## src/rtl/i2c_fe_pkg.sv

```systemverilog
package i2c_fe_pkg;

  typedef enum logic [2:0] {
    ST_IDLE,
    ST_DEV,
    ST_AHI,
    ST_ALO,
    ST_WDAT,
    ST_RDAT,
    ST_SKIP
  } fe_st_e;

  localparam logic [3:0] DEV_PREFIX = 4'b1010;
  localparam int         BYTE_W     = 8;

  // true when a select byte addresses this device
  function automatic logic dev_hit(input logic [7:0] sel, input logic [2:0] strap);
    return (sel[7:4] == DEV_PREFIX) && (sel[3:1] == strap);
  endfunction

endpackage

```

## src/rtl/i2c_fe_sync.sv

```systemverilog
module i2c_fe_sync #(
  parameter int   STAGES  = 2,
  parameter int   TAPS    = 3,
  parameter logic RST_VAL = 1'b1
) (
  input  logic clk,
  input  logic rst,
  input  logic d,
  output logic q
);

  logic [STAGES-1:0] meta;
  logic [TAPS-1:0]   win;

  always_ff @(posedge clk) begin
    if (rst) begin
      meta <= {STAGES{RST_VAL}};
      win  <= {TAPS{RST_VAL}};
      q    <= RST_VAL;
    end else begin
      meta <= {meta[STAGES-2:0], d};
      win  <= {win[TAPS-2:0], meta[STAGES-1]};
      q    <= ($countones(win) > (TAPS / 2));
    end
  end

endmodule

```

## src/rtl/i2c_fe_edge.sv

```systemverilog
module i2c_fe_edge (
  input  logic clk,
  input  logic rst,
  input  logic scl,
  input  logic sda,
  output logic scl_rise,
  output logic scl_fall,
  output logic start_c,
  output logic stop_c
);

  logic scl_q, sda_q;

  always_ff @(posedge clk) begin
    if (rst) begin
      scl_q    <= 1'b1;
      sda_q    <= 1'b1;
      scl_rise <= 1'b0;
      scl_fall <= 1'b0;
      start_c  <= 1'b0;
      stop_c   <= 1'b0;
    end else begin
      scl_q    <= scl;
      sda_q    <= sda;
      scl_rise <= scl & ~scl_q;
      scl_fall <= ~scl & scl_q;
      start_c  <= scl & scl_q & sda_q & ~sda;
      stop_c   <= scl & scl_q & ~sda_q & sda;
    end
  end

endmodule

```

## src/rtl/i2c_fe_top.sv

```systemverilog
module i2c_fe_top
  import i2c_fe_pkg::*;
#(
  parameter int WA_W        = 12,
  parameter int SYNC_STAGES = 2,
  parameter int FILT_TAPS   = 3
) (
  input  logic              clk,
  input  logic              rst,
  input  logic              scl_i,
  input  logic              sda_i,
  output logic              sda_oe,
  input  logic [2:0]        strap_i,
  input  logic              wp_i,
  input  logic              busy_i,
  output logic              addr_load,
  output logic [WA_W-1:0]   word_addr,
  output logic              wr_stb,
  output logic [BYTE_W-1:0] wr_data,
  output logic              commit,
  input  logic [BYTE_W-1:0] rd_data,
  output logic              rd_take,
  output logic              mack_evt,
  output logic              mnack_evt
);

  localparam int HI_BITS = WA_W - BYTE_W;
  localparam int NLINES  = 3;
  localparam logic [3:0] ACK_SLOT  = 4'd8;
  localparam logic [3:0] POST_SLOT = 4'd9;

  // line 0 = SDA, line 1 = SCL, line 2 = write protect
  logic [NLINES-1:0] raw, filt;
  assign raw = {wp_i, scl_i, sda_i};

  for (genvar g = 0; g < NLINES; g++) begin : g_line
    i2c_fe_sync #(
      .STAGES (SYNC_STAGES),
      .TAPS   (FILT_TAPS),
      .RST_VAL((g == 2) ? 1'b0 : 1'b1)
    ) u_sync (
      .clk(clk),
      .rst(rst),
      .d  (raw[g]),
      .q  (filt[g])
    );
  end

  logic sda_f, scl_f, wp_f;
  assign sda_f = filt[0];
  assign scl_f = filt[1];
  assign wp_f  = filt[2];

  logic scl_rise, scl_fall, start_c, stop_c;

  i2c_fe_edge u_edge (
    .clk     (clk),
    .rst     (rst),
    .scl     (scl_f),
    .sda     (sda_f),
    .scl_rise(scl_rise),
    .scl_fall(scl_fall),
    .start_c (start_c),
    .stop_c  (stop_c)
  );

  fe_st_e             st;
  logic [3:0]         cnt;
  logic [BYTE_W-1:0]  rsr;
  logic [BYTE_W-1:0]  tsr;
  logic [HI_BITS-1:0] ahi;
  logic               rw;
  logic               wp_lat;
  logic               wrote;
  logic               mack;
  logic [2:0]         bit_idx;

  assign bit_idx = 3'd7 - cnt[2:0];

  always_ff @(posedge clk) begin
    if (rst) begin
      st        <= ST_IDLE;
      cnt       <= '0;
      rsr       <= '0;
      tsr       <= '0;
      ahi       <= '0;
      rw        <= 1'b0;
      wp_lat    <= 1'b0;
      wrote     <= 1'b0;
      mack      <= 1'b0;
      sda_oe    <= 1'b0;
      addr_load <= 1'b0;
      word_addr <= '0;
      wr_stb    <= 1'b0;
      wr_data   <= '0;
      commit    <= 1'b0;
      rd_take   <= 1'b0;
      mack_evt  <= 1'b0;
      mnack_evt <= 1'b0;
    end else begin
      addr_load <= 1'b0;
      wr_stb    <= 1'b0;
      commit    <= 1'b0;
      rd_take   <= 1'b0;
      mack_evt  <= 1'b0;
      mnack_evt <= 1'b0;

      if (start_c) begin
        st     <= ST_DEV;
        cnt    <= '0;
        sda_oe <= 1'b0;
        wrote  <= 1'b0;
      end else if (stop_c) begin
        st     <= ST_IDLE;
        cnt    <= '0;
        sda_oe <= 1'b0;
        commit <= wrote;
        wrote  <= 1'b0;
      end else if (st == ST_IDLE || st == ST_SKIP) begin
        cnt <= '0;
      end else if (scl_rise) begin
        if (cnt < ACK_SLOT) begin
          rsr <= {rsr[BYTE_W-2:0], sda_f};
          cnt <= cnt + 4'd1;
        end else if (cnt == ACK_SLOT) begin
          cnt <= POST_SLOT;
          if (st == ST_RDAT) begin
            mack      <= ~sda_f;
            mack_evt  <= ~sda_f;
            mnack_evt <= sda_f;
          end
        end
      end else if (scl_fall) begin
        if (cnt == ACK_SLOT) begin
          // eight bits are in: decide the acknowledge, or release for the master's
          case (st)
            ST_DEV: begin
              sda_oe <= dev_hit(rsr, strap_i) && !busy_i;
              rw     <= rsr[0];
            end
            ST_AHI: begin
              sda_oe <= 1'b1;
              ahi    <= rsr[HI_BITS-1:0];
            end
            ST_ALO: begin
              sda_oe    <= 1'b1;
              addr_load <= 1'b1;
              word_addr <= {ahi, rsr};
            end
            ST_WDAT: begin
              sda_oe  <= !wp_lat;
              wr_stb  <= !wp_lat;
              wr_data <= rsr;
              if (!wp_lat) wrote <= 1'b1;
            end
            default: sda_oe <= 1'b0;
          endcase
        end else if (cnt == POST_SLOT) begin
          cnt    <= '0;
          sda_oe <= 1'b0;
          case (st)
            ST_DEV: begin
              if (!sda_oe) begin
                st <= ST_SKIP;
              end else if (rw) begin
                st      <= ST_RDAT;
                tsr     <= rd_data;
                sda_oe  <= ~rd_data[BYTE_W-1];
                rd_take <= 1'b1;
              end else begin
                st <= ST_AHI;
              end
            end
            ST_AHI: st <= ST_ALO;
            ST_ALO: begin
              st     <= ST_WDAT;
              wp_lat <= wp_f;
            end
            ST_WDAT: if (!sda_oe) st <= ST_SKIP;
            ST_RDAT: begin
              if (mack) begin
                tsr     <= rd_data;
                sda_oe  <= ~rd_data[BYTE_W-1];
                rd_take <= 1'b1;
              end else begin
                st <= ST_SKIP;
              end
            end
            default: st <= ST_SKIP;
          endcase
        end else if (st == ST_RDAT && cnt != 4'd0) begin
          sda_oe <= ~tsr[bit_idx];
        end
      end
    end
  end


  skip_quiet_chk: assert property (@(posedge clk) disable iff (rst)
    (st == ST_SKIP) |-> !sda_oe);


  idle_quiet_chk: assert property (@(posedge clk) disable iff (rst)
    (st == ST_IDLE) |-> !sda_oe);


  oe_edge_chk: assert property (@(posedge clk) disable iff (rst)
    $rose(sda_oe) |-> $past(scl_fall));


  evt_onehot_chk: assert property (@(posedge clk) disable iff (rst)
    $onehot0({addr_load, wr_stb, rd_take, commit}));


  mack_excl_chk: assert property (@(posedge clk) disable iff (rst)
    !(mack_evt && mnack_evt));


  commit_stop_chk: assert property (@(posedge clk) disable iff (rst)
    commit |-> $past(stop_c));


  load_phase_chk: assert property (@(posedge clk) disable iff (rst)
    addr_load |-> $past(st == ST_ALO));


  cnt_range_chk: assert property (@(posedge clk) disable iff (rst)
    cnt <= POST_SLOT);

endmodule

```

## config.mk

```make
export PLATFORM = sky130hd
export DESIGN_NAME = i2c_fe_top
export DESIGN_NICKNAME = d
export VERILOG_FILES = /design/src/rtl/i2c_fe_pkg.sv /design/src/rtl/i2c_fe_sync.sv /design/src/rtl/i2c_fe_edge.sv /design/src/rtl/i2c_fe_top.sv
export SDC_FILE = /design/constraint.sdc
export NUM_CORES = 1
export LEC_CHECK = 0
export BUFFER_PORTS_ARGS = -buffer_cell sky130_fd_sc_hd__buf_2
export CAP_MARGIN = 15
export CORE_MARGIN = 2
export CORE_UTILIZATION = 61
export DETAILED_ROUTE_END_ITERATION = 8
export HOLD_SLACK_MARGIN = 0.02
export MAX_ROUTING_LAYER = met4
export PLACE_DENSITY = 0.89
export SLEW_MARGIN = 20
export SYNTH_ARGS = -nofsm -noshare
export SYNTH_HDL_FRONTEND = slang
export SYNTH_SLANG_ARGS = --single-unit
```

## constraint.sdc

```tcl
create_clock -name clk -period 4.58 [get_ports clk]
set_input_delay 0.458 -clock clk [delete_from_list [all_inputs] [get_ports clk]]
set_output_delay 0.458 -clock clk [all_outputs]
set_load 0.05 [all_outputs]
```

==> reports/metrics.csv <==
metric,value,unit
Hold WC Path Type,in -> reg,
register bit total from synthesis,82,
vias post-DR,2467,
antenna violations before repair,0,
Post-synth EDFFs,0,
post-synthesis net count,360,
synth top area cells,"dfxtp_1, mux2i_1, nor2_1, nand3_1, a21oi_1",
"commonest non-fill, non-tap cells in the layout","dfxtp_1, nor2_1, buf_2, mux2i_1, nand2_1",
f_max,0.426,GHz
Synth cell types,47,
total iterations of the first detailed-routing run,4,
Total Power,1.41,mW
ANT cells,0,
peak supply drop,0.371,mV
DRC errors left,0,
Total GRT Usage,24.8,%
post-route cell area,3760,µm²
Worst Setup Start Kind,flop,
max-cap viol count,0,
WP data arrival,2580,ps
Final Hold Fails,0,
Hold Startpoint,scl_i,
dpl cell area,3500,µm²
num ports,44,
number of antenna-violating nets in the routed design,0,
CTS resizes,0,
final worst path period share,51.3,%
status,completed,
CTS max path bufs,2,
clk_lat worst skew,350,ps
CP Capture Type,flop,
DR iter-0 viols,196,
Worst-path clk slew,80,ps
cell accounting for the most synthesized area,dfxtp_1,
Worst Hold End,g_line[1].u_sync.meta[0]$_SDFF_PP1_,
synthesized area,3260,µm²
R2R depth,6,
Reg-to-Reg End,st[1]$_SDFFE_PP0P_,
num rows,26,
fillcell total,388,
Crit Path Max Fanout,10,
Slew Limit Headroom,46.4,%
Die Y-Extent,77.1,µm
Die Area,5950,µm²
WL/cell,14.9,µm
TritonCTS clock tree,done,
GPL Wtd Cong,0.914,
"commonest non-fill, non-tap cell in the layout",dfxtp_1,
first-pass GRT wire length,11300,µm
drt total wl,6680,µm
final core utilization,73.1,%
Port-buffer cells,43,
Setup Viol. Count Final,0,
ys async rst share,0,%
die width,77.1,µm
Core ar.,5140,µm²
Pins Over Slew Limit,0,
Least-Margin Pin Slew,802,ps
Starting Density,63.5,%
final HPWL from detailed placement,4430,µm
root buffer cell,clkbuf_8,
Hold Crit Depth,2,
Syn. warnings,0,
area delta synth->final,15.1,%
H-tree level count,3,
r2r setup slk,2230,ps
Fin Setup TNS,0,ps
Pleak,1.51,nW
share of the synthesized area in the top cell type,50.3,%
Nets,397,
postcts setup bufs,0,
GRT overflow,0,
ratio of cells with drive above 1 in the final layout,20.4,%
Tmin final,2350,ps
Pwr Density,376,nW/µm²
CP Class,reg -> reg,
clk sinks,82,
TritonCTS buffer count,9,
r2r startpoint,cnt[0]$_SDFFE_PP0P_,
Mapped Cells,337,
WP data required,4810,ps
Min Hold Slack,282,ps
RSZ-0062 raised after global routing,no,
vias in the first global route,2373,
sequential-to-total area share from yosys stat,50.3,%
"Top FF cell, synth",dfxtp_1,
# hold bufs at CTS,0,
Clock Skews,11.6,ps
syn_area_per_cell,9.68,µm²
drt via density,5.51,
largest net degree at the start of global routing,40,
## worst max-delay path by stage
| stage | from | to | slack (ps) |
|---|---|---|---|
| 6_report | cnt[0]$_SDFFE_PP0P_ | st[1]$_SDFFE_PP0P_ | 2230 |
| 5_1_grt | cnt[0]$_SDFFE_PP0P_ | tsr[2]$_SDFFE_PP0P_ | 1950 |
| 4_1_cts | cnt[0]$_SDFFE_PP0P_ | tsr[0]$_SDFFE_PP0P_ | 2220 |
| 3_5_place_dp | cnt[0]$_SDFFE_PP0P_ | tsr[0]$_SDFFE_PP0P_ | 2230 |
| 3_3_place_gp | cnt[0]$_SDFFE_PP0P_ | word_addr[2]$_SDFFE_PP0P_ | 2070 |
| 2_1_floorplan | cnt[0]$_SDFFE_PP0P_ | ahi[0]$_SDFFE_PP0P_ | 2630 |
## layout make-up
type                       count  area [µm²]  share of cell area (%)
sequential                    82        1640                    43.7
multi-input combinational    229        1520                    40.3
timing repair buffer          45         230                    6.13
clock buffer                  10         128                    3.40
clock inverter                 5         128                    3.40
tap                           70        87.6                    2.33
inverter                       7        26.3                   0.700
## state kept, by name, summed over array words and instances (netlist names), 3 cells and up
name / count
wr_data: 8
g_line.u_sync.win: 9
tsr: 8
g_line.u_sync.q: 3
cnt: 4
g_line.u_sync.meta: 6
ahi: 4
st: 3
rsr: 8
word_addr: 12
## worst max-delay path, cell delays in order, from the launching register on
cell	delay [ps]
dfxtp_1	570
ha_1	260
nand3b_1	120
or3_1	450
a221oi_1	440
nor4b_1	330
nor3_1	70
## cell usage after synthesis (3+ instances only)
library cell	count
nor3_1	9
clkbuf_1	13
nor2_1	53
a211o_1	3
ha_1	6
nand3_1	16
or2_2	12
a21oi_1	15
o21ai_0	4
mux2i_1	35
dfxtp_1	82
nor3b_1	3
nand2_1	17
or3_1	4
inv_1	7
nor4_1	3
nand2b_1	6
nor2b_1	9
nand3b_1	4
xnor2_1	4
## cell families (layout without fill, tap and decap cells)
family | Yosys count | after routing | synth area share [%]
XOR/XNOR | 6 | 6 | 1.61
AND/OR/NAND/NOR | 146 | 146 | 23.3
buffers and inverters | 26 | 67 | 3.45
multiplexers | 37 | 37 | 11.8
adder cells (fa/ha/maj) | 6 | 6 | 2.30
flip-flops | 82 | 82 | 50.3
AO/OA/AOI/OAI | 34 | 34 | 7.29
## where the power goes
group          total [mW]  internal (mW)  switching, mW
clock               0.662          0.414          0.247
sequential          0.720          0.717        0.00277
combinational      0.0293         0.0119         0.0174
## per-layer routing
metal / part of all wire [%] / vias to the layer above / GRT usage (%)
li1: - / 1233 / -
met1: 45 / 1166 / 31.0
met2: 49 / 56 / 38.4
met3: 4.0 / 12 / 4.35
met4: 2.0 / 0 / 13.2
met5: 0 / - / -
## stage by stage
stage | setup slack [ps] | std cells
4_1_cts | 2220 | 448
5_1_grt | 1950 | 448
2_1_floorplan | 2630 | 337
6_report | 2230 | 448
3_3_place_gp | 2070 | 433
3_5_place_dp | 2230 | 433
Note: power is estimated with default switching activity, not from simulation.
